--- src/rtl/secreg_pkg.sv ---
package secreg_pkg;

    localparam logic [7:0]  OPC_SECREG_READ = 8'h77;
    localparam int unsigned DUMMY_SERIAL    = 3;
    localparam int unsigned DUMMY_WIDE      = 7;
    localparam int unsigned BITS_PER_BYTE   = 8;

    typedef enum logic [2:0] {
        ST_IDLE,
        ST_OPCODE,
        ST_DUMMY,
        ST_DATA,
        ST_DONE
    } seq_state_t;

    function automatic int unsigned dummy_bytes(input logic wide);
        return wide ? DUMMY_WIDE : DUMMY_SERIAL;
    endfunction

endpackage

--- src/rtl/secreg_beat.sv ---
module secreg_beat
    import secreg_pkg::*;
(
    input  logic clk,
    input  logic rst,
    input  logic run,
    input  logic wide,
    output logic sck,
    output logic sample,
    output logic shift,
    output logic beat_end
);
    localparam int BW = $clog2(BITS_PER_BYTE);
    localparam logic [BW-1:0] LAST_BIT = BW'(BITS_PER_BYTE - 1);

    logic          phase_q;
    logic [BW-1:0] bit_q;
    logic          last_bit;

    always_ff @(posedge clk) begin
        if (rst || !run) begin
            phase_q <= 1'b0;
            bit_q   <= '0;
        end else begin
            phase_q <= !phase_q;
            if (phase_q)
                bit_q <= (wide || last_bit) ? '0 : bit_q + 1'b1;
        end
    end

    assign last_bit = (bit_q == LAST_BIT);
    assign sck      = phase_q;
    assign sample   = run && !phase_q;
    assign beat_end = run && phase_q && (wide || last_bit);
    assign shift    = run && phase_q && !wide && !last_bit;

endmodule

--- src/rtl/secreg_shift.sv ---
module secreg_shift (
    input  logic       clk,
    input  logic       rst,
    input  logic       load,
    input  logic [7:0] load_val,
    input  logic       shift,
    input  logic       sample,
    input  logic       wide,
    input  logic       miso,
    input  logic [7:0] bus_in,
    output logic [7:0] tx,
    output logic [7:0] rx
);
    always_ff @(posedge clk) begin
        if (rst) begin
            tx <= '0;
            rx <= '0;
        end else begin
            if (load)
                tx <= load_val;
            else if (shift)
                tx <= {tx[6:0], 1'b0};
            if (sample)
                rx <= wide ? bus_in : {rx[6:0], miso};
        end
    end
endmodule

--- src/rtl/secreg_fetch.sv ---
module secreg_fetch
    import secreg_pkg::*;
#(
    parameter int REG_BYTES = 128,
    parameter int LEN_W     = $clog2(REG_BYTES) + 2
) (
    input  logic             clk,
    input  logic             rst,
    input  logic             start,
    input  logic             par_mode,
    input  logic [LEN_W-1:0] req_len,
    output logic             busy,
    output logic             done,
    output logic             cs_n,
    output logic             sck,
    output logic             mosi,
    input  logic             miso,
    output logic [7:0]       bus_out,
    output logic             bus_oe,
    input  logic [7:0]       bus_in,
    output logic [7:0]       rd_data,
    output logic             rd_valid
);
    localparam logic [LEN_W-1:0] MAX_LEN = LEN_W'(REG_BYTES);

    seq_state_t       state;
    logic             cs_n_q, wide_q, rd_valid_q;
    logic [LEN_W-1:0] len_q, cnt_q, len_clamped;
    logic [7:0]       rd_data_q, tx, rx;
    logic             run, sample, shift, beat_end, load;
    logic [7:0]       load_val;
    logic             last_dummy;

    assign run         = (state == ST_OPCODE) || (state == ST_DUMMY) || (state == ST_DATA);
    assign len_clamped = (req_len > MAX_LEN) ? MAX_LEN : req_len;
    assign last_dummy  = (cnt_q == LEN_W'(dummy_bytes(wide_q) - 1));
    assign load        = ((state == ST_IDLE) && start) ||
                         (beat_end && ((state == ST_OPCODE) || (state == ST_DUMMY)));
    assign load_val    = (state == ST_IDLE) ? OPC_SECREG_READ : 8'h00;

    secreg_beat u_beat (
        .clk(clk), .rst(rst), .run(run), .wide(wide_q),
        .sck(sck), .sample(sample), .shift(shift), .beat_end(beat_end)
    );

    secreg_shift u_shift (
        .clk(clk), .rst(rst), .load(load), .load_val(load_val),
        .shift(shift), .sample(sample), .wide(wide_q), .miso(miso),
        .bus_in(bus_in), .tx(tx), .rx(rx)
    );

    always_ff @(posedge clk) begin
        if (rst) begin
            state      <= ST_IDLE;
            cs_n_q     <= 1'b1;
            wide_q     <= 1'b0;
            len_q      <= '0;
            cnt_q      <= '0;
            rd_valid_q <= 1'b0;
            rd_data_q  <= '0;
        end else begin
            rd_valid_q <= 1'b0;
            case (state)
                ST_IDLE: if (start) begin
                    state  <= ST_OPCODE;
                    cs_n_q <= 1'b0;
                    wide_q <= par_mode;
                    len_q  <= len_clamped;
                    cnt_q  <= '0;
                end
                ST_OPCODE: if (beat_end) begin
                    state <= ST_DUMMY;
                    cnt_q <= '0;
                end
                ST_DUMMY: if (beat_end) begin
                    if (last_dummy) begin
                        cnt_q <= '0;
                        if (len_q == '0) begin
                            state  <= ST_DONE;
                            cs_n_q <= 1'b1;
                        end else begin
                            state <= ST_DATA;
                        end
                    end else begin
                        cnt_q <= cnt_q + 1'b1;
                    end
                end
                ST_DATA: if (beat_end) begin
                    rd_valid_q <= 1'b1;
                    rd_data_q  <= rx;
                    if (cnt_q == len_q - 1'b1) begin
                        state  <= ST_DONE;
                        cs_n_q <= 1'b1;
                    end else begin
                        cnt_q <= cnt_q + 1'b1;
                    end
                end
                ST_DONE: state <= ST_IDLE;
                default: state <= ST_IDLE;
            endcase
        end
    end

    assign busy     = run;
    assign done     = (state == ST_DONE);
    assign cs_n     = cs_n_q;
    assign mosi     = (!wide_q && run) ? tx[7] : 1'b0;
    assign bus_oe   = wide_q && ((state == ST_OPCODE) || (state == ST_DUMMY));
    assign bus_out  = bus_oe ? tx : 8'h00;
    assign rd_data  = rd_data_q;
    assign rd_valid = rd_valid_q;

    // chip select held low for the whole busy window
    a_r7_cs_busy: assert property (@(posedge clk) disable iff (rst) busy |-> !cs_n);
    // done is a single-cycle pulse and busy has already dropped
    a_r7_done_pulse: assert property (@(posedge clk) disable iff (rst) done |=> !done && !busy);
    // bus clock idles low while deselected
    a_r10_sck_idle: assert property (@(posedge clk) disable iff (rst) cs_n |-> !sck);
    // serial data never moves on a rising bus clock
    a_r10_mosi_stable: assert property (@(posedge clk) disable iff (rst)
        (!wide_q && $rose(sck)) |-> $stable(mosi));
    // bus released whenever a byte is being presented
    a_r3_oe_released: assert property (@(posedge clk) disable iff (rst) rd_valid |-> !bus_oe);
    // latched length never exceeds the register size
    a_r5_len_bound: assert property (@(posedge clk) disable iff (rst) busy |-> (len_q <= MAX_LEN));
    // mode and length stay latched for the whole read
    a_r8_latched: assert property (@(posedge clk) disable iff (rst)
        (busy && $past(busy)) |-> ($stable(wide_q) && $stable(len_q)));

endmodule

--- config.mk ---
export PLATFORM = sky130hd
export DESIGN_NAME = secreg_fetch
export DESIGN_NICKNAME = d
export VERILOG_FILES = /design/src/rtl/secreg_pkg.sv /design/src/rtl/secreg_beat.sv /design/src/rtl/secreg_shift.sv /design/src/rtl/secreg_fetch.sv
export SDC_FILE = /design/constraint.sdc
export NUM_CORES = 1
export LEC_CHECK = 0
export ABC_AREA = 1
export BUFFER_PORTS_ARGS = -buffer_cell sky130_fd_sc_hd__buf_4
export CAP_MARGIN = 0
export CORE_ASPECT_RATIO = 2
export CORE_UTILIZATION = 45
export CTS_BUF_LIST = sky130_fd_sc_hd__clkbuf_2 sky130_fd_sc_hd__clkbuf_4 sky130_fd_sc_hd__clkbuf_8
export DETAILED_ROUTE_END_ITERATION = 16
export PLACE_DENSITY = 0.75
export SYNTH_ARGS = -nofsm -noshare
export SYNTH_HDL_FRONTEND = slang
export SYNTH_SLANG_ARGS = --single-unit
--- constraint.sdc ---
create_clock -name clk -period 1.6 [get_ports clk]
set_input_delay 0.08 -clock clk [delete_from_list [all_inputs] [get_ports clk]]
set_output_delay 0.08 -clock clk [all_outputs]
set_load 0.005 [all_outputs]
---- Yosys cells after proc, flatten, opt, wreduce, memory -nomap -nowiden ----
Index checks and enable logic that the tools add are counted.
storage, ports and cells
  register bits after elaboration ......... 52
  input bits .............................. 22
cells by class
  add/sub/neg operators ................... 4
  order comparisons ....................... 1
  equality and inequality tests ........... 15
  muxes and demuxes ....................... 32
  bitwise gates (word level) .............. 1
  reductions and logical operators ........ 29
operator list
  cell                                                           count
  2-to-1 mux 9 bit                                               7
  one-hot mux 9 bit (4 select lines)                             1
  2-to-1 mux 8 bit                                               4
  2-to-1 mux 3 bit                                               9
  equality test 9 bit                                            2
  != test 2 bit, second input constant                           6
  one-hot mux 3 bit (4 select lines)                             1
  AND reduction 6 bit                                            2
  adder 9 x 1 -> 9 bit, second input constant                    1
  greater-than comparator 9 x 8 -> 1 bit, second input constant  1
  logical AND 1 bit                                              9
  zero test 9 bit                                                1
  subtractor 9 x 1 -> 9 bit, second input constant               1
  2-to-1 mux 1 bit                                               8
  2-to-1 mux 7 bit                                               1
  AND reduction 7 bit                                            1
  equality test 3 x 2 -> 1 bit, second input constant            2
  equality test 3 bit, second input constant                     2
  logical OR 1 bit                                               5
  zero test 1 bit                                                4
  != test 2 x 1 -> 1 bit, second input constant                  2
  AND reduction 2 bit                                            2
  nonzero test 4 bit                                             1
  subtractor 3 x 1 -> 4 bit, second input constant               1
  8 further kinds                                                8

---- Depth between registers and ports, before layout ----
Gate-level depths: netlist of the first run.
  depth in word-level cells ............... 8
  depth in mapped cells ................... 15
  depth with buffers taken out ............ 15

---- Cells and area by module ----
A second synthesis of the first run with hierarchy kept.
second synthesis, totals
  cells, all modules ...................... 485
  area total of the unflattened synthesis .. 3105.5 um^2
modules (own cells, without submodules)
  module        instances  cells an instance  area each (um^2)  seq. area each (um^2)
  secreg_fetch  1          328                2072.0            640.6
  secreg_shift  1          128                817.0             320.3
  secreg_beat   1          29                 216.5             80.1

---- Worst setup path before layout of the first run ----
Ideal clock, no wire load.
  path kind ............................... register to register
  start ................................... reg len_q[0]
  end ..................................... reg cnt_q[7]
  arrival time ............................ 1636 ps
  slack ................................... -162 ps
  stages on the path, launching flop included .. 14
  path buffers ............................ 1
  clock period less this slack ............ 1762 ps
  path through ............................ dfxtp_1 > inv_2 > ha_1 > xor2_1 > nand2_1 > nor2_1 > nand3_1 > nor2_2 > nand3_4 > nand2_4 > buf_8 > nand2_2 > o21ai_2 > nor2_2
between the ends
  longest elaborated chain between the ends .. 4
RTL lines
  what                                  line                text
  start, declared                       secreg_fetch.sv:28  logic [LEN_W-1:0] len_q, cnt_q, len_clamped;
  start signal, assigned                secreg_fetch.sv:68  len_q <= len_clamped;
  subtractor 9 x 1 -> 9 bit             secreg_fetch.sv:91  if (cnt_q == len_q - 1'b1) begin
  equality test 9 bit                   secreg_fetch.sv:91
  != test 2 bit (no source line)        n/a
  AND reduction 6 bit (no source line)  n/a
  end signal, assigned                  secreg_fetch.sv:85  cnt_q <= cnt_q + 1'b1;
  end signal, assigned                  secreg_fetch.sv:95  cnt_q <= cnt_q + 1'b1;
  end, declared                         secreg_fetch.sv:28
No other way between the ends.
A chain may end at the register's enable or synchronous reset.

---- Worst setup path after layout of the first run ----
  start ................................... reg len_q[0]
  end ..................................... reg cnt_q[2]
The elaborated chain is that of the path after synthesis.

==> run_results.csv, run 1 <==
group,metric,value,unit
cells_and_area,final_area,0.004125,sq mm
floorplanning,coreArea,0.006310,sq mm
timing,setup_ws,-0.1345,ns
min_path,holdPathStages,3,
timing,hold_viol_final,0,
timing,setup_viol,17,
setup_path,reg2reg_from,"len_q[0]",
cells_and_area,mostFrequentLayoutCell,"buf_4",
cells_and_area,multiInputGateArea,0.001828,sq mm
grt,grt_pass1_vias,3134,
route,vias,3166,
run_status,status,"finished with violations",
logic_synthesis,ys_types,34,
floorplanning,initial_core_util,0.4628,
timing,finalCritPeriodShare,1.084,
power_and_ir_drop,ir_worst_vdd,1.022,mV
cts,clockBufferDepth,2,
cells_and_area,antennaDiodeCount,0,
route,dr.pass1.iters,4,
min_path,min_from,"req_len[6]",
cells_and_area,utilization,0.6538,
setup_path,timing.rr.end,"cnt_q[2]",
timing,post-route-min-period,1.735,ns
timing,tightest_slew,0.4589,ns
cells_and_area,layout.nets,541,
logic_synthesis,synth.cell_area,0.002920,sq mm
place,post_dp_cell_area,0.003770,sq mm
timing,slew_violations,0,
cells_and_area,seq_area,0.001054,sq mm
route,via_per_inst,5.268,
logic_synthesis,yosysSeqAreaShare,0.3565,
cts,cts_buffers,5,
route,drt-wirelength-per-cell,13.95,um
setup_path,arrival,1.97,ns
cells_and_area,final_cell_mix,"102 x buf_4, 66 x nand2_1, 44 x dfxtp_1, 43 x inv_1, 38 x nor2_1",
setup_path,path_common_cell,"nor2_1",
route,final_antenna_net_count,0,
setup_path,crit_required,1.83,ns
cells_and_area,area_delta_synth_final,41.26,%
grt,grt_pass1_wl,13.05,mm
place,place_congestion,0.8677,
min_path,timing.hold.worst.class,"input port to flip-flop",
power_and_ir_drop,cellLeakagePower,1.767,nW
flow_run,drv_cap,0,
floorplanning,fp-row-count,41,
cts,root_buffer,"clkbuf_8",
place,port_buffers,44,
cts,cts_sinks,52,
grt,grt_max_degree,28,
route,wl,8.384,mm
setup_path,critPathKind,"flip-flop to flip-flop",
timing,slew_headroom,0.6908,
floorplanning,die_area,0.006835,sq mm
cts,cts_tree,"yes",
grt,grt_use_total,0.2513,
run_status,violations,"negative setup slack",
cells_and_area,n_fill_cell,566,
grt,grt_overflow,0,
timing,rsz0062_at_grt,"true",
logic_synthesis,yosys_warnings,0,
setup_path,crit_family,"simple AND/OR/NAND/NOR gates",
place,hpwl,6.233,mm
timing,timing.setup.tns,-1.589,ns
route,drt_iter0_markers,85,
cts,clk_pin_slew,0.11,ns
logic_synthesis,avgSynthCellArea,7.105,sq um
power_and_ir_drop,p_per_area,1672,mW/mm^2
cts,htreeDepth,2,
grt,antenna_found_initial,0,
setup_path,cp_cell_sequence,"inv_4 > ha_4 > xor2_1 > nand2_1 > nor2_1 > nand3_1 > nor2_2 > nand3_4 > nand2_8 > clkinv_4 > nor2_1 > nor2_1",
logic_synthesis,syn-num-nets,438,
setup_path,cp_slowest_cell,"dfxtp_2",
floorplanning,dieHeight,115.9,um
cells_and_area,drive_above_1_share,0.4000,
setup_path,path_buf_inv,2,
floorplanning,io_pins,45,
floorplanning,die_w,58.96,um
setup_path,rrSetupSlack,-0.13,ns
timing,skew,0.01517,ns
power_and_ir_drop,p_total,0.006897,W
setup_path,worstPathMaxFanout,6,
route,drc,0,
setup_path,cp-end-kind,"flip-flop",
cts,clk-insertion-delay-late,0.33,ns
logic_synthesis,synth_seq_cells,52,
setup_path,cp_slowest_stage_delay,0.37,ns
timing,fmax,0.5765,GHz
min_path,min_to,"len_q[6]",
setup_path,reg2regPathDepth,12,
setup_path,critPathLaunchType,"flip-flop",
logic_synthesis,synthCells,411,
cell families after synthesis:
kind of cell / synth area share
and+or+nand+nor: 0.3303
AOI/OAI and AO/OA: 0.1697
buffers and inverters: 0.09511
DFF: 0.3565
xor gates and xnor gates: 0.02699
adders and majority gates: 0.02142
worst max path at each step:
stage,startpoint,to,slack (ns),cells past startpoint
5_1_grt,len_q[1],cnt_q[1],-0.25,12
2_1_floorplan,len_q[0],cnt_q[7],-0.13,13
4_1_cts,len_q[1],cnt_q[6],-0.13,12
6_report,len_q[0],cnt_q[2],-0.13,12
3_5_place_dp,len_q[0],cnt_q[1],-0.21,13
3_3_place_gp,len_q[0],cnt_q[1],-0.15,12
cell type report:
type                    instances  area share
multi-input cells             292      0.4431
flip-flops and latches         52      0.2554
repair buffers                107      0.1990
inverters                      56     0.05369
well taps                      86     0.02608
clock buffers                   5     0.01668
clock inverters                 3    0.006066
report_power, final:
part	switching [W]	internal, W	total [W]
clock	0.000494	0.000320	0.000814
sequential	0.000282	0.00162	0.00190
combinational	0.00237	0.00181	0.00418
total	0.00314	0.00375	0.00690
worst register-to-register path: cells and delay by family (launching register included):
family	cells	cell delay (ns)
DFF	1	0.37
and+or+nand+nor	8	0.79
adders and majority gates	1	0.25
xor gates and xnor gates	1	0.13
buffers and inverters	2	0.10
cells in the mapped netlist:
cell type | count | area (sq um)
nor2_1 | 46 | 172.7
nand2_1 | 74 | 277.8
clkbuf_1 | 8 | 30.03
nand3_2 | 1 | 10.01
buf_8 | 1 | 15.01
xnor2_1 | 1 | 8.760
a221oi_1 | 5 | 43.79
nor2_4 | 6 | 67.56
clkinv_1 | 1 | 3.750
nand2_4 | 2 | 22.52
inv_2 | 9 | 33.78
a211oi_1 | 23 | 172.7
xor2_1 | 8 | 70.07
o21ai_0 | 4 | 20.02
a21oi_1 | 29 | 145.1
nor3_1 | 6 | 30.03
nor2_2 | 6 | 37.54
nand2_2 | 9 | 56.30
nor3_2 | 1 | 10.01
o22ai_1 | 1 | 6.260
nor4_1 | 3 | 18.77
nand3_4 | 1 | 17.52
nand4_1 | 3 | 18.77
o21ai_2 | 2 | 17.52
a21oi_2 | 6 | 52.55
ha_1 | 5 | 62.56
dfxtp_1 | 52 | 1041
o22ai_2 | 1 | 12.51
nand3_1 | 41 | 205.2
o21ai_1 | 5 | 25.02
buf_2 | 3 | 15.01
nor2_8 | 1 | 20.02
inv_1 | 46 | 172.7
buf_4 | 1 | 7.510
registers in the layout, summed over array words and instances, names as in the netlist, 3 cells and up:
| signal | count |
|---|---|
| u_beat.bit_q | 3 |
| len_q | 9 |
| rd_data | 8 |
| u_shift.rx | 8 |
| u_shift.tx | 8 |
| cnt_q | 9 |
| state | 3 |
layer usage:
metal	vias to the layer above	wire [um]	global-route usage
li1	1562	-	-
met1	1471	2790	0.2172
met2	86	4906	0.4962
met3	47	217	0.03460
met4	0	469	0.1746
met5	-	0	0
through the flow:
stage | hold slack (ns) | setup WS (ns) | instances
after CTS | 0.01088 | -0.1255 | 597
final | 0.01218 | -0.1345 | 601
after global routing | 0.02772 | -0.2479 | 601
after floorplan | 0.2149 | -0.1348 | 411
after detailed placement | 0.3250 | -0.2058 | 586
after global placement | 0.3202 | -0.1542 | 586
what timing repair did:
action                                 4_1_cts  5_1_grt
setup endpoints to repair                   37       42
endpoints found under the hold margin        1        0
resized for setup                           32       22
pin swaps                                   20        4
hold buffers                                 1        0
cloned                                       1        1
buffers inserted                             1        3
Power figures use the tool's default switching activity.
==> run 2, diff against run 1 <==
--- a/config.mk
+++ b/config.mk
@@ -9,3 +9,3 @@
 export BUFFER_PORTS_ARGS = -buffer_cell sky130_fd_sc_hd__buf_4
-export CAP_MARGIN = 0
+export CAP_MARGIN = 20
 export CORE_ASPECT_RATIO = 2
==> constraint.sdc (replaced) <==
create_clock -name clk -period 1.6 [get_ports clk]
set_input_delay 0.16 -clock clk [delete_from_list [all_inputs] [get_ports clk]]
set_output_delay 0.16 -clock clk [all_outputs]
set_load 0.005 [all_outputs]
==> run_results.csv, run 2 (synthesis gave the netlist of run 1 again) <==
group,metric,value,unit
setup_path,path_common_cell,"nor2_1",
cells_and_area,area_delta_synth_final,43.10,%
cells_and_area,utilization,0.6623,
cells_and_area,final_cell_mix,"106 x buf_4, 65 x nand2_1, 44 x dfxtp_1, 43 x inv_1, 38 x nor2_1",
route,dr.pass1.iters,4,
power_and_ir_drop,cellLeakagePower,1.794,nW
setup_path,timing.rr.end,"cnt_q[2]",
floorplanning,dieHeight,115.9,um
cells_and_area,antennaDiodeCount,0,
timing,tightest_slew,0.4597,ns
timing,finalCritPeriodShare,1.081,
cells_and_area,n_fill_cell,557,
timing,setup_ws,-0.1295,ns
setup_path,cp-end-kind,"flip-flop",
timing,setup_viol,26,
run_status,violations,"negative setup slack",
grt,grt_pass1_wl,13.34,mm
cts,htreeDepth,2,
place,port_buffers,44,
grt,antenna_found_initial,0,
grt,grt_overflow,0,
route,drt-wirelength-per-cell,14.12,um
route,vias,3167,
cts,cts_buffers,5,
timing,hold_viol_final,0,
cells_and_area,reg_top3,"cnt_q x9, len_q x9",
setup_path,crit_family,"simple AND/OR/NAND/NOR gates",
cts,clk-insertion-delay-late,0.33,ns
run_status,status,"finished with violations",
route,wl,8.545,mm
timing,slew_headroom,0.6903,
setup_path,cp_slowest_stage_delay,0.36,ns
grt,grt_use_total,0.2572,
setup_path,critPathLaunchType,"flip-flop",
floorplanning,die_area,0.006835,sq mm
setup_path,path_buf_inv,2,
route,via_per_inst,5.235,
timing,skew,0.01526,ns
setup_path,crit_path_end,"cnt_q[2]",
power_and_ir_drop,ir_worst_vdd,1.070,mV
min_path,holdPathStages,3,
setup_path,startpoint,"len_q[0]",
setup_path,rrSetupSlack,-0.13,ns
route,drc,0,
cells_and_area,drive_above_1_share,0.4104,
route,drt_iter0_markers,94,
place,hpwl,6.233,mm
floorplanning,die_w,58.96,um
floorplanning,initial_core_util,0.4628,
route,final_antenna_net_count,0,
min_path,min_from,"par_mode",
min_path,timing.hold.worst.class,"input port to flip-flop",
setup_path,cp_cell_sequence,"inv_4 > ha_4 > xor2_1 > nand2_1 > nor2_1 > nand3_1 > nor2_2 > nand3_4 > nand2_8 > clkinv_4 > nor2_1 > nor2_1",
flow_run,drv_cap,0,
power_and_ir_drop,p_per_area,1673,mW/mm^2
timing,fmax,0.5782,GHz
floorplanning,io_pins,45,
setup_path,cp_slowest_cell,"dfxtp_2",
grt,grt_max_degree,28,
timing,post-route-min-period,1.730,ns
timing,slew_violations,0,
timing,whs,0.06372,ns
floorplanning,fp-row-count,41,
cells_and_area,mostFrequentLayoutCell,"buf_4",
cts,cts_tree,"yes",
setup_path,worstPathMaxFanout,6,
timing,rsz0062_at_grt,"true",
cts,cts_sinks,52,
floorplanning,coreArea,0.006310,sq mm
cts,clockBufferDepth,2,
setup_path,reg2regPathDepth,12,
cells_and_area,layout.nets,545,
setup_path,crit_required,1.83,ns
setup_path,arrival,1.96,ns
setup_path,reg2reg_from,"len_q[0]",
cts,clk_pin_slew,0.11,ns
cts,root_buffer,"clkbuf_8",
grt,grt_pass1_vias,3161,
place,place_congestion,0.8677,
setup_path,critPathKind,"flip-flop to flip-flop",
setup_path,cp.depth,12,
## run 2: cell types whose count changed in the layout (fill, tap and decap cells not counted), sizes merged
| cell | delta |
|---|---|
| buf | +5 |
| dlygate4sd3 | -1 |
## run 2: final cells by class
cell class,instances,area (sq um),share of cell area
multi-input combinational,292,1842,0.4407
clock buffer,5,68.82,0.01647
timing repair buffer,111,860.8,0.2060
clock inverter,3,25.02,0.005988
inverter,56,221.5,0.05299
sequential,52,1054,0.2521
tap,86,107.6,0.02575
## run 2: what timing repair did
| item | in CTS | in global routing |
|---|---|---|
| resized for setup | 35 | 22 |
| hold buffers | 0 | 0 |
| setup endpoints to repair | 37 | 45 |
| setup buffers | 4 | 5 |
| pin swaps | 21 | 3 |
| cloned | 2 | 0 |
## run 2: where the power goes
| group | internal, W | switching [W] |
|---|---|---|
| combinational | 0.00186 | 0.00240 |
| sequential | 0.00162 | 0.000287 |
| clock | 0.000320 | 0.000497 |
## run 2: metal layers
| metal | track usage | vias to the layer above | routed length, um |
|---|---|---|---|
| met3 | 0.03571 | 42 | 217 |
| met2 | 0.5129 | 88 | 5032 |
| met4 | 0.1714 | 0 | 486 |
| li1 | - | 1564 | - |
| met1 | 0.2207 | 1473 | 2808 |
| met5 | 0 | - | 0 |
## run 2: per-stage QoR
| stage | total power (W) | instance area, sq um | setup slack (ns) | cells | setup TNS [ns] |
|---|---|---|---|---|---|
| 3_5_place_dp | 0.005495 | 3770 | -0.2058 | 586 | -2.669 |
| 6_report | 0.006993 | 4179 | -0.1295 | 605 | -1.654 |
| 4_1_cts | 0.006719 | 4050 | -0.1255 | 600 | -1.510 |
| 3_3_place_gp | 0.005390 | 3770 | -0.1542 | 586 | -1.586 |
| 5_1_grt | 0.007446 | 4179 | -0.2469 | 605 | -3.949 |
| 2_1_floorplan | 0.004229 | 2964 | -0.1348 | 411 | -0.8586 |
## run 2: worst min-delay path by stage
| stage | to | slack, ns |
|---|---|---|
| 2_1_floorplan | wide_q | 0.29 |
| 4_1_cts | wide_q | 0.06 |
| 3_3_place_gp | wide_q | 0.40 |
| 3_5_place_dp | wide_q | 0.40 |
| 6_report | wide_q | 0.06 |
| 5_1_grt | wide_q | 0.07 |
## run 2: worst reg2reg max path, stage by stage, from the launching register on
cell and delay, ns:
dfxtp_2 0.36, inv_4 0.04, ha_4 0.25, xor2_1 0.13, nand2_1 0.06, nor2_1 0.08, nand3_1 0.08, nor2_2 0.15
nand3_4 0.16, nand2_8 0.13, clkinv_4 0.06, nor2_1 0.08, nor2_1 0.05
==> run 3, diff against run 2 <==
- PLACE_DENSITY: 0.75 -> 0.73
- clock period: 1.6 -> 2.2 ns (I/O delays scaled with it)
==> run_results.csv, run 3 (synthesis gave the netlist of run 1 again) <==
group,metric,value,unit
setup_path,crit_required,2.42,ns
timing,post-route-min-period,2.005,ns
power_and_ir_drop,ir_worst_vdd,1.119,mV
timing,rsz0062_at_grt,"false",
run_status,status,"finished, final reports clean",
setup_path,reg2regPathDepth,9,
route,via_per_inst,5.148,
grt,grt_max_degree,43,
cts,clk-insertion-delay-late,0.32,ns
cells_and_area,layout.nets,479,
grt,grt_pass1_wl,11.65,mm
cells_and_area,area_delta_synth_final,17.27,%
min_path,holdPathStages,3,
power_and_ir_drop,p_total,0.004130,W
floorplanning,coreArea,0.006310,sq mm
setup_path,critPathKind,"flip-flop to flip-flop",
setup_path,cp-end-kind,"flip-flop",
power_and_ir_drop,cellLeakagePower,1.439,nW
route,drc,0,
cts,clockBufferDepth,2,
setup_path,timing.rr.end,"u_shift.tx[6]",
timing,slew_violations,0,
cts,cts_sinks,52,
cells_and_area,antennaDiodeCount,0,
place,hpwl,5.753,mm
min_path,min_from,"par_mode",
setup_path,critPathLaunchType,"flip-flop",
cells_and_area,final_area,0.003425,sq mm
route,wl,7.272,mm
cts,postCtsSetupBuffers,0,
grt,grt_use_total,0.2294,
timing,fmax,0.4989,GHz
floorplanning,die_w,58.96,um
route,drt_iter0_markers,63,
cts,cts-hold-fix-buffers,0,
floorplanning,io_pins,45,
timing,skew,0.009296,ns
setup_path,arrival,2.22,ns
cts,htreeDepth,2,
timing,tightest_slew,0.4979,ns
route,dr.pass1.iters,4,
grt,grt_overflow,0,
min_path,timing.hold.worst.class,"input port to flip-flop",
cells_and_area,mostFrequentLayoutCell,"nand2_1",
timing,whs,0.1326,ns
cts,cts_tree,"yes",
grt,antenna_found_initial,0,
cts,clk_pin_slew,0.10,ns
route,final_antenna_net_count,0,
timing,finalCritPeriodShare,0.9111,
cts,root_buffer,"clkbuf_8",
setup_path,rrSetupSlack,0.20,ns
floorplanning,dieHeight,115.9,um
min_path,min_to,"wide_q",
cells_and_area,reg_top3,"cnt_q x9, len_q x9",
place,port_buffers,44,
timing,setup_viol,0,
place,place_congestion,0.8868,
floorplanning,initial_core_util,0.4628,
power_and_ir_drop,p_per_area,1206,mW/mm^2
cells_and_area,drive_above_1_share,0.2208,
cells_and_area,final_cell_mix,"74 x nand2_1, 52 x dfxtp_1, 47 x buf_4, 46 x inv_1, 46 x nor2_1",
grt,grt_pass1_vias,2696,
timing,timing.setup.tns,0,ns
timing,hold_viol_final,0,
route,drt-wirelength-per-cell,13.49,um
timing,slew_headroom,0.6681,
cts,cts_buffers,5,
setup_path,reg2reg_from,"u_beat.bit_q[0]",
floorplanning,fp-row-count,41,
cts,post_cts_resized,0,
cells_and_area,n_fill_cell,650,
place,post_dp_cell_area,0.003313,sq mm
floorplanning,die_area,0.006835,sq mm
route,vias,2775,
setup_path,worstPathMaxFanout,13,
flow_run,drv_cap,0,
==> run 3: critical path, stage by stage, from the launching register on <==
cell      delay, ns
dfxtp_1        0.34
ha_1           0.21
ha_1           0.20
nor2_1         0.25
nor2_4         0.14
nand2_1        0.08
nand2_1        0.09
nor2_4         0.20
nor2_1         0.14
a221oi_1       0.27
==> run 3: area by class of cell <==
cell class | count | area [sq um] | area share
multi-input combinational | 290 | 1602 | 0.4677
clock buffer | 5 | 68.82 | 0.02010
tap | 86 | 107.6 | 0.03142
sequential | 52 | 1041 | 0.3040
clock inverter | 3 | 42.54 | 0.01242
inverter | 56 | 210.2 | 0.06138
timing repair buffer | 47 | 352.8 | 0.1030
==> run 3: metrics by stage <==
stage	utilization	setup WS (ns)	std cells
2_1_floorplan	-	0.4385	411
3_3_place_gp	0.5251	0.2907	531
3_5_place_dp	0.5251	0.2306	531
4_1_cts	0.5427	0.2030	539
5_1_grt	0.5427	0.01211	539
6_report	0.5427	0.1955	539
==> run 3: power by group <==
group	switching, W	internal, W
clock	0.000332	0.000337
sequential	0.000222	0.00117
combinational	0.00135	0.000727
total	0.00190	0.00223
==> run 3: metal layers <==
layer,track usage,part of all wire,vias up
met5,0,0,-
li1,-,-,1431
met2,0.4341,0.56,54
met4,0.1667,0.062,0
met1,0.2120,0.36,1255
met3,0.03237,0.019,35
==> run 3: worst max-delay path by stage <==
stage / depth (start not counted) / to / slack, ns / start
floorplan: 13 / cnt_q[7] / 0.44 / len_q[0]
global placement: 10 / cnt_q[1] / 0.29 / u_beat.bit_q[0]
detailed placement: 10 / cnt_q[1] / 0.23 / u_beat.bit_q[0]
CTS: 10 / cnt_q[1] / 0.20 / u_beat.bit_q[0]
global route: 13 / cnt_q[2] / 0.01 / len_q[0]
finish: 9 / u_shift.tx[6] / 0.20 / u_beat.bit_q[0]
